[src/rtl/dcnt_pkg.sv]
package dcnt_pkg;
  localparam int BYTE_W   = 8;
  localparam int KIND_BIT = 0;  // 1 = control word, 0 = vector word
  localparam int TCF_BIT  = 2;  // control: time constant follows
  localparam int IE_BIT   = 7;  // control: interrupt on zero

  typedef enum logic [0:0] {
    SEQ_IDLE    = 1'b0,
    SEQ_WAIT_TC = 1'b1
  } seq_state_t;
endpackage

[src/rtl/dcnt_wr_seq.sv]
module dcnt_wr_seq
  import dcnt_pkg::*;
#(
  parameter int CH_W    = 2,
  parameter int CHAN_ID = 2,
  parameter int VEC_LO  = 3
) (
  input  logic                     clk,
  input  logic                     rst_n,
  input  logic                     bus_cs,
  input  logic                     bus_wr,
  input  logic [CH_W-1:0]          bus_chan,
  input  logic [BYTE_W-1:0]        bus_data,
  output logic                     tc_load,
  output logic [BYTE_W-1:0]        tc_value,
  output logic                     int_en,
  output logic [BYTE_W-1:VEC_LO]   vec_hi
);
  localparam logic [CH_W-1:0] MY_CHAN = CH_W'(CHAN_ID);

  seq_state_t                state_q;
  logic                      ie_q;
  logic [BYTE_W-1:VEC_LO]    vec_q;
  logic                      own_wr;
  logic                      ctl_wr;
  logic                      vec_wr;

  always_comb begin
    own_wr  = bus_cs && bus_wr && (bus_chan == MY_CHAN);
    tc_load = own_wr && (state_q == SEQ_WAIT_TC);
    ctl_wr  = own_wr && (state_q == SEQ_IDLE) && bus_data[KIND_BIT];
    vec_wr  = own_wr && (state_q == SEQ_IDLE) && !bus_data[KIND_BIT];
  end

  always_ff @(posedge clk or negedge rst_n) begin
    if (!rst_n) begin
      state_q <= SEQ_IDLE;
      ie_q    <= 1'b0;
      vec_q   <= '0;
    end else begin
      if (tc_load) begin
        state_q <= SEQ_IDLE;
      end else if (ctl_wr) begin
        ie_q    <= bus_data[IE_BIT];
        state_q <= bus_data[TCF_BIT] ? SEQ_WAIT_TC : SEQ_IDLE;
      end else if (vec_wr) begin
        vec_q   <= bus_data[BYTE_W-1:VEC_LO];
      end
    end
  end

  assign tc_value = bus_data;
  assign int_en   = ie_q;
  assign vec_hi   = vec_q;

  AST_TCF_ARMS: assert property (@(posedge clk) disable iff (!rst_n)
    (ctl_wr && bus_data[TCF_BIT]) |=> (state_q == SEQ_WAIT_TC));
  AST_TC_CONSUMED: assert property (@(posedge clk) disable iff (!rst_n)
    tc_load |=> (state_q == SEQ_IDLE));
  AST_FOREIGN_IGNORED: assert property (@(posedge clk) disable iff (!rst_n)
    !own_wr |=> ($stable(vec_q) && $stable(ie_q) && $stable(state_q)));
  AST_IE_FROM_CTL: assert property (@(posedge clk) disable iff (!rst_n)
    ctl_wr |=> (ie_q == $past(bus_data[IE_BIT])));
endmodule

[src/rtl/dcnt_trig_edge.sv]
module dcnt_trig_edge #(
  parameter int SYNC_STAGES = 2
) (
  input  logic clk,
  input  logic rst_n,
  input  logic trig_in,
  output logic trig_rise
);
  logic [SYNC_STAGES-1:0] sync_q;
  logic                   prev_q;

  for (genvar i = 0; i < SYNC_STAGES; i++) begin : g_sync
    if (i == 0) begin : g_first
      always_ff @(posedge clk or negedge rst_n) begin
        if (!rst_n) sync_q[0] <= 1'b0;
        else        sync_q[0] <= trig_in;
      end
    end else begin : g_next
      always_ff @(posedge clk or negedge rst_n) begin
        if (!rst_n) sync_q[i] <= 1'b0;
        else        sync_q[i] <= sync_q[i-1];
      end
    end
  end

  always_ff @(posedge clk or negedge rst_n) begin
    if (!rst_n) prev_q <= 1'b0;
    else        prev_q <= sync_q[SYNC_STAGES-1];
  end

  assign trig_rise = sync_q[SYNC_STAGES-1] && !prev_q;

  AST_EDGE_ISOLATED: assert property (@(posedge clk) disable iff (!rst_n)
    trig_rise |=> !trig_rise);
endmodule

[src/rtl/dcnt_counter.sv]
module dcnt_counter #(
  parameter int CNT_W = 8
) (
  input  logic             clk,
  input  logic             rst_n,
  input  logic             tc_load,
  input  logic [CNT_W-1:0] tc_value,
  input  logic             int_en,
  input  logic             trig_rise,
  output logic             zero_pulse,
  output logic             irq_req
);
  localparam logic [CNT_W:0] ONE = (CNT_W+1)'(1);

  logic [CNT_W:0]   count_q;
  logic [CNT_W-1:0] tc_q;
  logic             running_q;

  function automatic logic [CNT_W:0] reload_of(input logic [CNT_W-1:0] v);
    return (v == '0) ? {1'b1, {CNT_W{1'b0}}} : {1'b0, v};
  endfunction

  always_ff @(posedge clk or negedge rst_n) begin
    if (!rst_n) begin
      count_q    <= '0;
      tc_q       <= '0;
      running_q  <= 1'b0;
      zero_pulse <= 1'b0;
      irq_req    <= 1'b0;
    end else begin
      zero_pulse <= 1'b0;
      irq_req    <= 1'b0;
      if (tc_load) begin
        tc_q      <= tc_value;
        count_q   <= reload_of(tc_value);
        running_q <= 1'b1;
      end else if (running_q && trig_rise) begin
        if (count_q == ONE) begin
          count_q    <= reload_of(tc_q);
          zero_pulse <= 1'b1;
          irq_req    <= int_en;
        end else begin
          count_q    <= count_q - ONE;
        end
      end
    end
  end

  AST_IRQ_WITH_ZERO: assert property (@(posedge clk) disable iff (!rst_n)
    irq_req |-> zero_pulse);
  AST_ZERO_ONE_CLOCK: assert property (@(posedge clk) disable iff (!rst_n)
    zero_pulse |=> !zero_pulse);
  AST_IDLE_SILENT: assert property (@(posedge clk) disable iff (!rst_n)
    !running_q |=> !zero_pulse);
  AST_COUNT_NONZERO: assert property (@(posedge clk) disable iff (!rst_n)
    running_q |-> (count_q != '0));
  AST_RELOAD_ON_ZERO: assert property (@(posedge clk) disable iff (!rst_n)
    zero_pulse |-> (count_q == reload_of(tc_q)));
endmodule

[src/rtl/dcnt_channel.sv]
module dcnt_channel
  import dcnt_pkg::*;
#(
  parameter int CH_W        = 2,
  parameter int CHAN_ID     = 2,
  parameter int SYNC_STAGES = 2
) (
  input  logic              clk,
  input  logic              rst_n,
  input  logic              bus_cs,
  input  logic              bus_wr,
  input  logic [CH_W-1:0]   bus_chan,
  input  logic [BYTE_W-1:0] bus_data,
  input  logic              trig_in,
  output logic              zero_pulse,
  output logic              irq_req,
  output logic [BYTE_W-1:0] vec_out
);
  localparam int VEC_LO = CH_W + 1;
  localparam int CNT_W  = BYTE_W;

  logic                   tc_load;
  logic [BYTE_W-1:0]      tc_value;
  logic                   int_en;
  logic [BYTE_W-1:VEC_LO] vec_hi;
  logic                   trig_rise;

  dcnt_wr_seq #(.CH_W(CH_W), .CHAN_ID(CHAN_ID), .VEC_LO(VEC_LO)) u_seq (
    .clk(clk), .rst_n(rst_n), .bus_cs(bus_cs), .bus_wr(bus_wr),
    .bus_chan(bus_chan), .bus_data(bus_data), .tc_load(tc_load),
    .tc_value(tc_value), .int_en(int_en), .vec_hi(vec_hi)
  );

  dcnt_trig_edge #(.SYNC_STAGES(SYNC_STAGES)) u_edge (
    .clk(clk), .rst_n(rst_n), .trig_in(trig_in), .trig_rise(trig_rise)
  );

  dcnt_counter #(.CNT_W(CNT_W)) u_cnt (
    .clk(clk), .rst_n(rst_n), .tc_load(tc_load), .tc_value(tc_value),
    .int_en(int_en), .trig_rise(trig_rise), .zero_pulse(zero_pulse),
    .irq_req(irq_req)
  );

  assign vec_out = {vec_hi, CH_W'(CHAN_ID), 1'b0};

  AST_VEC_CHANNEL_BITS: assert property (@(posedge clk) disable iff (!rst_n)
    (vec_out[VEC_LO-1:1] == CH_W'(CHAN_ID)) && !vec_out[0]);
endmodule

[config.mk]
export PLATFORM = sky130hd
export DESIGN_NAME = dcnt_channel
export DESIGN_NICKNAME = d
export VERILOG_FILES = /design/src/rtl/dcnt_pkg.sv /design/src/rtl/dcnt_wr_seq.sv /design/src/rtl/dcnt_trig_edge.sv /design/src/rtl/dcnt_counter.sv /design/src/rtl/dcnt_channel.sv
export SDC_FILE = /design/constraint.sdc
export NUM_CORES = 1
export LEC_CHECK = 0
export ABC_AREA = 1
export BUFFER_PORTS_ARGS = -buffer_cell sky130_fd_sc_hd__buf_2
export CORE_UTILIZATION = 35
export CTS_BUF_LIST = sky130_fd_sc_hd__clkbuf_4 sky130_fd_sc_hd__clkbuf_8
export CTS_CLUSTER_SIZE = 25
export DETAILED_ROUTE_END_ITERATION = 10
export PLACE_DENSITY = 0.62
export SLEW_MARGIN = 0
export SYNTH_ARGS = -nofsm -noshare
export SYNTH_HDL_FRONTEND = slang
export SYNTH_SLANG_ARGS = --single-unit
[constraint.sdc]
create_clock -name clk -period 3.35 [get_ports clk]
set_input_delay 0.67 -clock clk [delete_from_list [all_inputs] [get_ports clk]]
set_output_delay 0.67 -clock clk [all_outputs]
set_load 0.02 [all_outputs]
==> flow_summary.json <==
{
  "status": "complete, no violations",
  "regArea_sq_um": 750.7,
  "ys_seq_area_share_pct": 47.69,
  "fin_nets": 238,
  "num-fill-cells": 455,
  "hold_viol": 0,
  "hold_slack_ps": 347.3,
  "synth-async-reset-ratio_pct": 100.0,
  "synth_fa_ha_area_share_pct": 1.590,
  "num_rows": 24,
  "cts_max_path_buffers": 2,
  "maxCapViolCount": 0,
  "rsz0062_at_grt": "no",
  "viasPerCell": 4.536,
  "dp_slack_ps": 1571,
  "grt_pass1_wl_microns": 5664,
  "synth_top_family_by_area": "simple AND/OR/NAND/NOR gates",
  "die_h_microns": 69.06,
  "hold_path_class": "reg -> reg",
  "synth_simple_gate_area_share_pct": 26.23,
  "ant_nets": 0,
  "ctsHtreeMaxLevel": 2,
  "cts-hold-fix-buffers": 0,
  "synth_top_area_share_pct": 47.69,
  "clkLatencyLatePin_ps": 280,
  "yosysWarnings": 0,
  "timing.slew.headroom_pct": 56.59,
  "period_share_pct": 49.96,
  "synth_cell_types": 29,
  "synth_xor_area_share_pct": 1.669,
  "grt_start_max_net_pins": 31,
  "min_path_cells": 0,
  "reg2regPathDepth": 8,
  "post_cts_resized": 0,
  "routed_wl_microns": 3118,
  "final_common_cell": "nand2_1",
  "required_ps": 3510,
  "cts.clk_slew.worst_paths_ps": 60,
  "globalplace.congestion": 0.8111,
  "synthFlopType": "dfrtp_1",
  "yosys.area.top_type": "dfrtp_1",
  "synth_compound_area_share_pct": 10.81,
  "antennaDiodeCount": 0,
  "synth-edff-count": 0,
  "setup_viol_count_final": 0,
  "cp_slowest_cell": "dfrtp_1",
  "port_buffers": 21,
  "tightest_slew_ps": 651.2,
  "r2r-start": "u_cnt.count_q[1]$_DFFE_PN0P_",
  "ir_worst_vdd_mv": 0.4683,
  "dr.pass1.iters": 4,
  "dp_hpwl_microns": 2402,
  "cp-start-kind": "register",
  "synth-seq-cells": 30,
  "cts_buffers": 5,
  "yosys-top-cells-area": "dfrtp_1, nand2_1, inv_1",
  "drt_iter0_markers": 37,
  "grt_pass1_vias": 1202,
  "dieArea_sq_um": 4769,
  "syn2layout_area_growth_pct": 14.23,
  "syn_area_per_cell_sq_um": 7.990,
  "cts_tree": "built",
  "die_x_microns": 69.06,
  "crit_path_cell_trace": "inv_1 -> ha_1 -> inv_1 -> nor2_1 -> nand2_1 -> nor2_4 -> inv_2 -> nor3b_1",
  "multi_input_area_sq_um": 645.6,
  "synth_cells": 197,
  "grt.total_usage_pct": 15.22,
  "vias": 1243,
  "worstHoldStart": "u_edge.sync_q[0]$_DFF_PN0_",
  "netlist_area_sq_um": 1574,
  "slowest_delay_ps": 360,
  "fin_setup_tns_ps": 0,
  "muxShareOfSynthArea_pct": 0,
  "period_minus_slack_ps": 1674,
  "p_per_area_nw_per_um2": 731.4,
  "worst_path_most_repeated_cell": "inv_1",
  "critPathMaxFanout": 13,
  "min_to": "u_edge.sync_q[1]$_DFF_PN0_",
  "io_pins": 25,
  "coreArea_sq_um": 4324,
  "numClockSinks": 30,
  "start_util_pct": 36.40,
  "critPathArrivalTime_ps": 1830,
  "drc_errors": 0,
  "reg2reg_slack_ps": 1680,
  "path_class": "reg -> reg",
  "max_freq_mhz": 597.4,
  "critical_path.endpoint_type": "register",
  "r2r_end": "u_cnt.irq_req$_DFF_PN0_",
  "fin_skew_ps": 4.914,
  "p_leak_nw": 0.9686,
  "grt_overflow": 0,
  "wl_per_cell_microns": 11.38,
  "layout-drive-gt1-share_pct": 19.37,
  "maxSlewViolCount": 0,
  "setup_ws_ps": 1676,
  "layout_common_cells": "nand2_1, inv_1, dfrtp_1",
  "postLayoutCoreUtil_pct": 41.58,
  "clockRootBuffer": "clkbuf_8",
  "antenna_found_initial": 0,
  "cts_setup_buffers": 0
}
## how the worst max path moves through the flow
stage	startpoint	end	slack, ps
after floorplan	bus_chan[1]	u_cnt.count_q[1]$_DFFE_PN0P_	1790
after global placement	bus_chan[0]	u_cnt.count_q[1]$_DFFE_PN0P_	1560
after detailed placement	bus_chan[0]	u_cnt.count_q[1]$_DFFE_PN0P_	1570
after CTS	u_cnt.count_q[1]$_DFFE_PN0P_	u_cnt.irq_req$_DFF_PN0_	1660
after global routing	u_cnt.count_q[1]$_DFFE_PN0P_	u_cnt.count_q[8]$_DFFE_PN0P_	1570
final	u_cnt.count_q[1]$_DFFE_PN0P_	u_cnt.irq_req$_DFF_PN0_	1680
## metal layers
layer / wire [microns] / GRT usage [%] / vias up / share of wire [%]
met5: 0 / 0 / - / 0
li1: - / - / 653 / -
met1: 1448 / 20.68 / 561 / 46
met4: 59 / 6.122 / 0 / 1.9
met3: 132 / 4.094 / 5 / 4.2
met2: 1478 / 22.98 / 24 / 47
## synthesized netlist by cell type (2+ instances only)
| cell type | n |
|---|---|
| nand2_1 | 48 |
| buf_4 | 3 |
| nand4_1 | 2 |
| buf_6 | 2 |
| nor2_1 | 15 |
| nand3_1 | 12 |
| o21ai_0 | 21 |
| xor2_1 | 2 |
| a21oi_1 | 3 |
| nand2_2 | 4 |
| dfrtp_1 | 30 |
| nand2_4 | 2 |
| o211ai_1 | 2 |
| conb_1 | 2 |
| ha_1 | 2 |
| inv_1 | 34 |
## stage by stage
step	cell area (sq um)	power, mW	instances
after floorplan	1578	0.9015	198
after global placement	1703	1.019	266
after detailed placement	1703	1.019	266
after CTS	1798	1.331	274
after global routing	1798	1.445	274
final	1798	1.315	274
## layout make-up
type | instances | share of cell area (%)
inverters | 36 | 7.585
clock inverters | 1 | 0.2784
flip-flops and latches | 30 | 41.75
repair buffers | 21 | 5.846
multi-input cells | 127 | 35.91
well taps | 52 | 3.619
clock buffers | 7 | 5.010
## critical path: cells and delay by family, from the launching register on
| family | cells | cell delay, ps |
|---|---|---|
| adders and majority gates | 1 | 160 |
| buffers and inverters | 3 | 340 |
| DFF | 1 | 360 |
| and+or+nand+nor | 4 | 700 |
## power breakdown
group          switching [mW]  leakage [nW]  internal [mW]  total [mW]
sequential             0.0792         0.374          0.471       0.551
combinational           0.292         0.543          0.172       0.463
clock                   0.128        0.0517          0.173       0.301
## registers in the layout, summed over array words and instances, names as in the netlist
name,flops
u_seq.vec_hi,5
u_cnt.zero_pulse,1
u_cnt.irq_req,1
u_edge.prev_q,1
u_cnt.tc_q,8
u_edge.sync_q,2
u_seq.int_en,1
u_cnt.running_q,1
u_cnt.count_q,9
u_seq.state_q,1
## logic make-up after synthesis
family,Yosys count
AND/OR/NAND/NOR,89
buffers and inverters,41
AO/OA/AOI/OAI,30
flip-flops,30
XOR/XNOR,3
adder cells (fa/ha/maj),2
other,2
No activity file was read; power rests on OpenSTA's default activity.
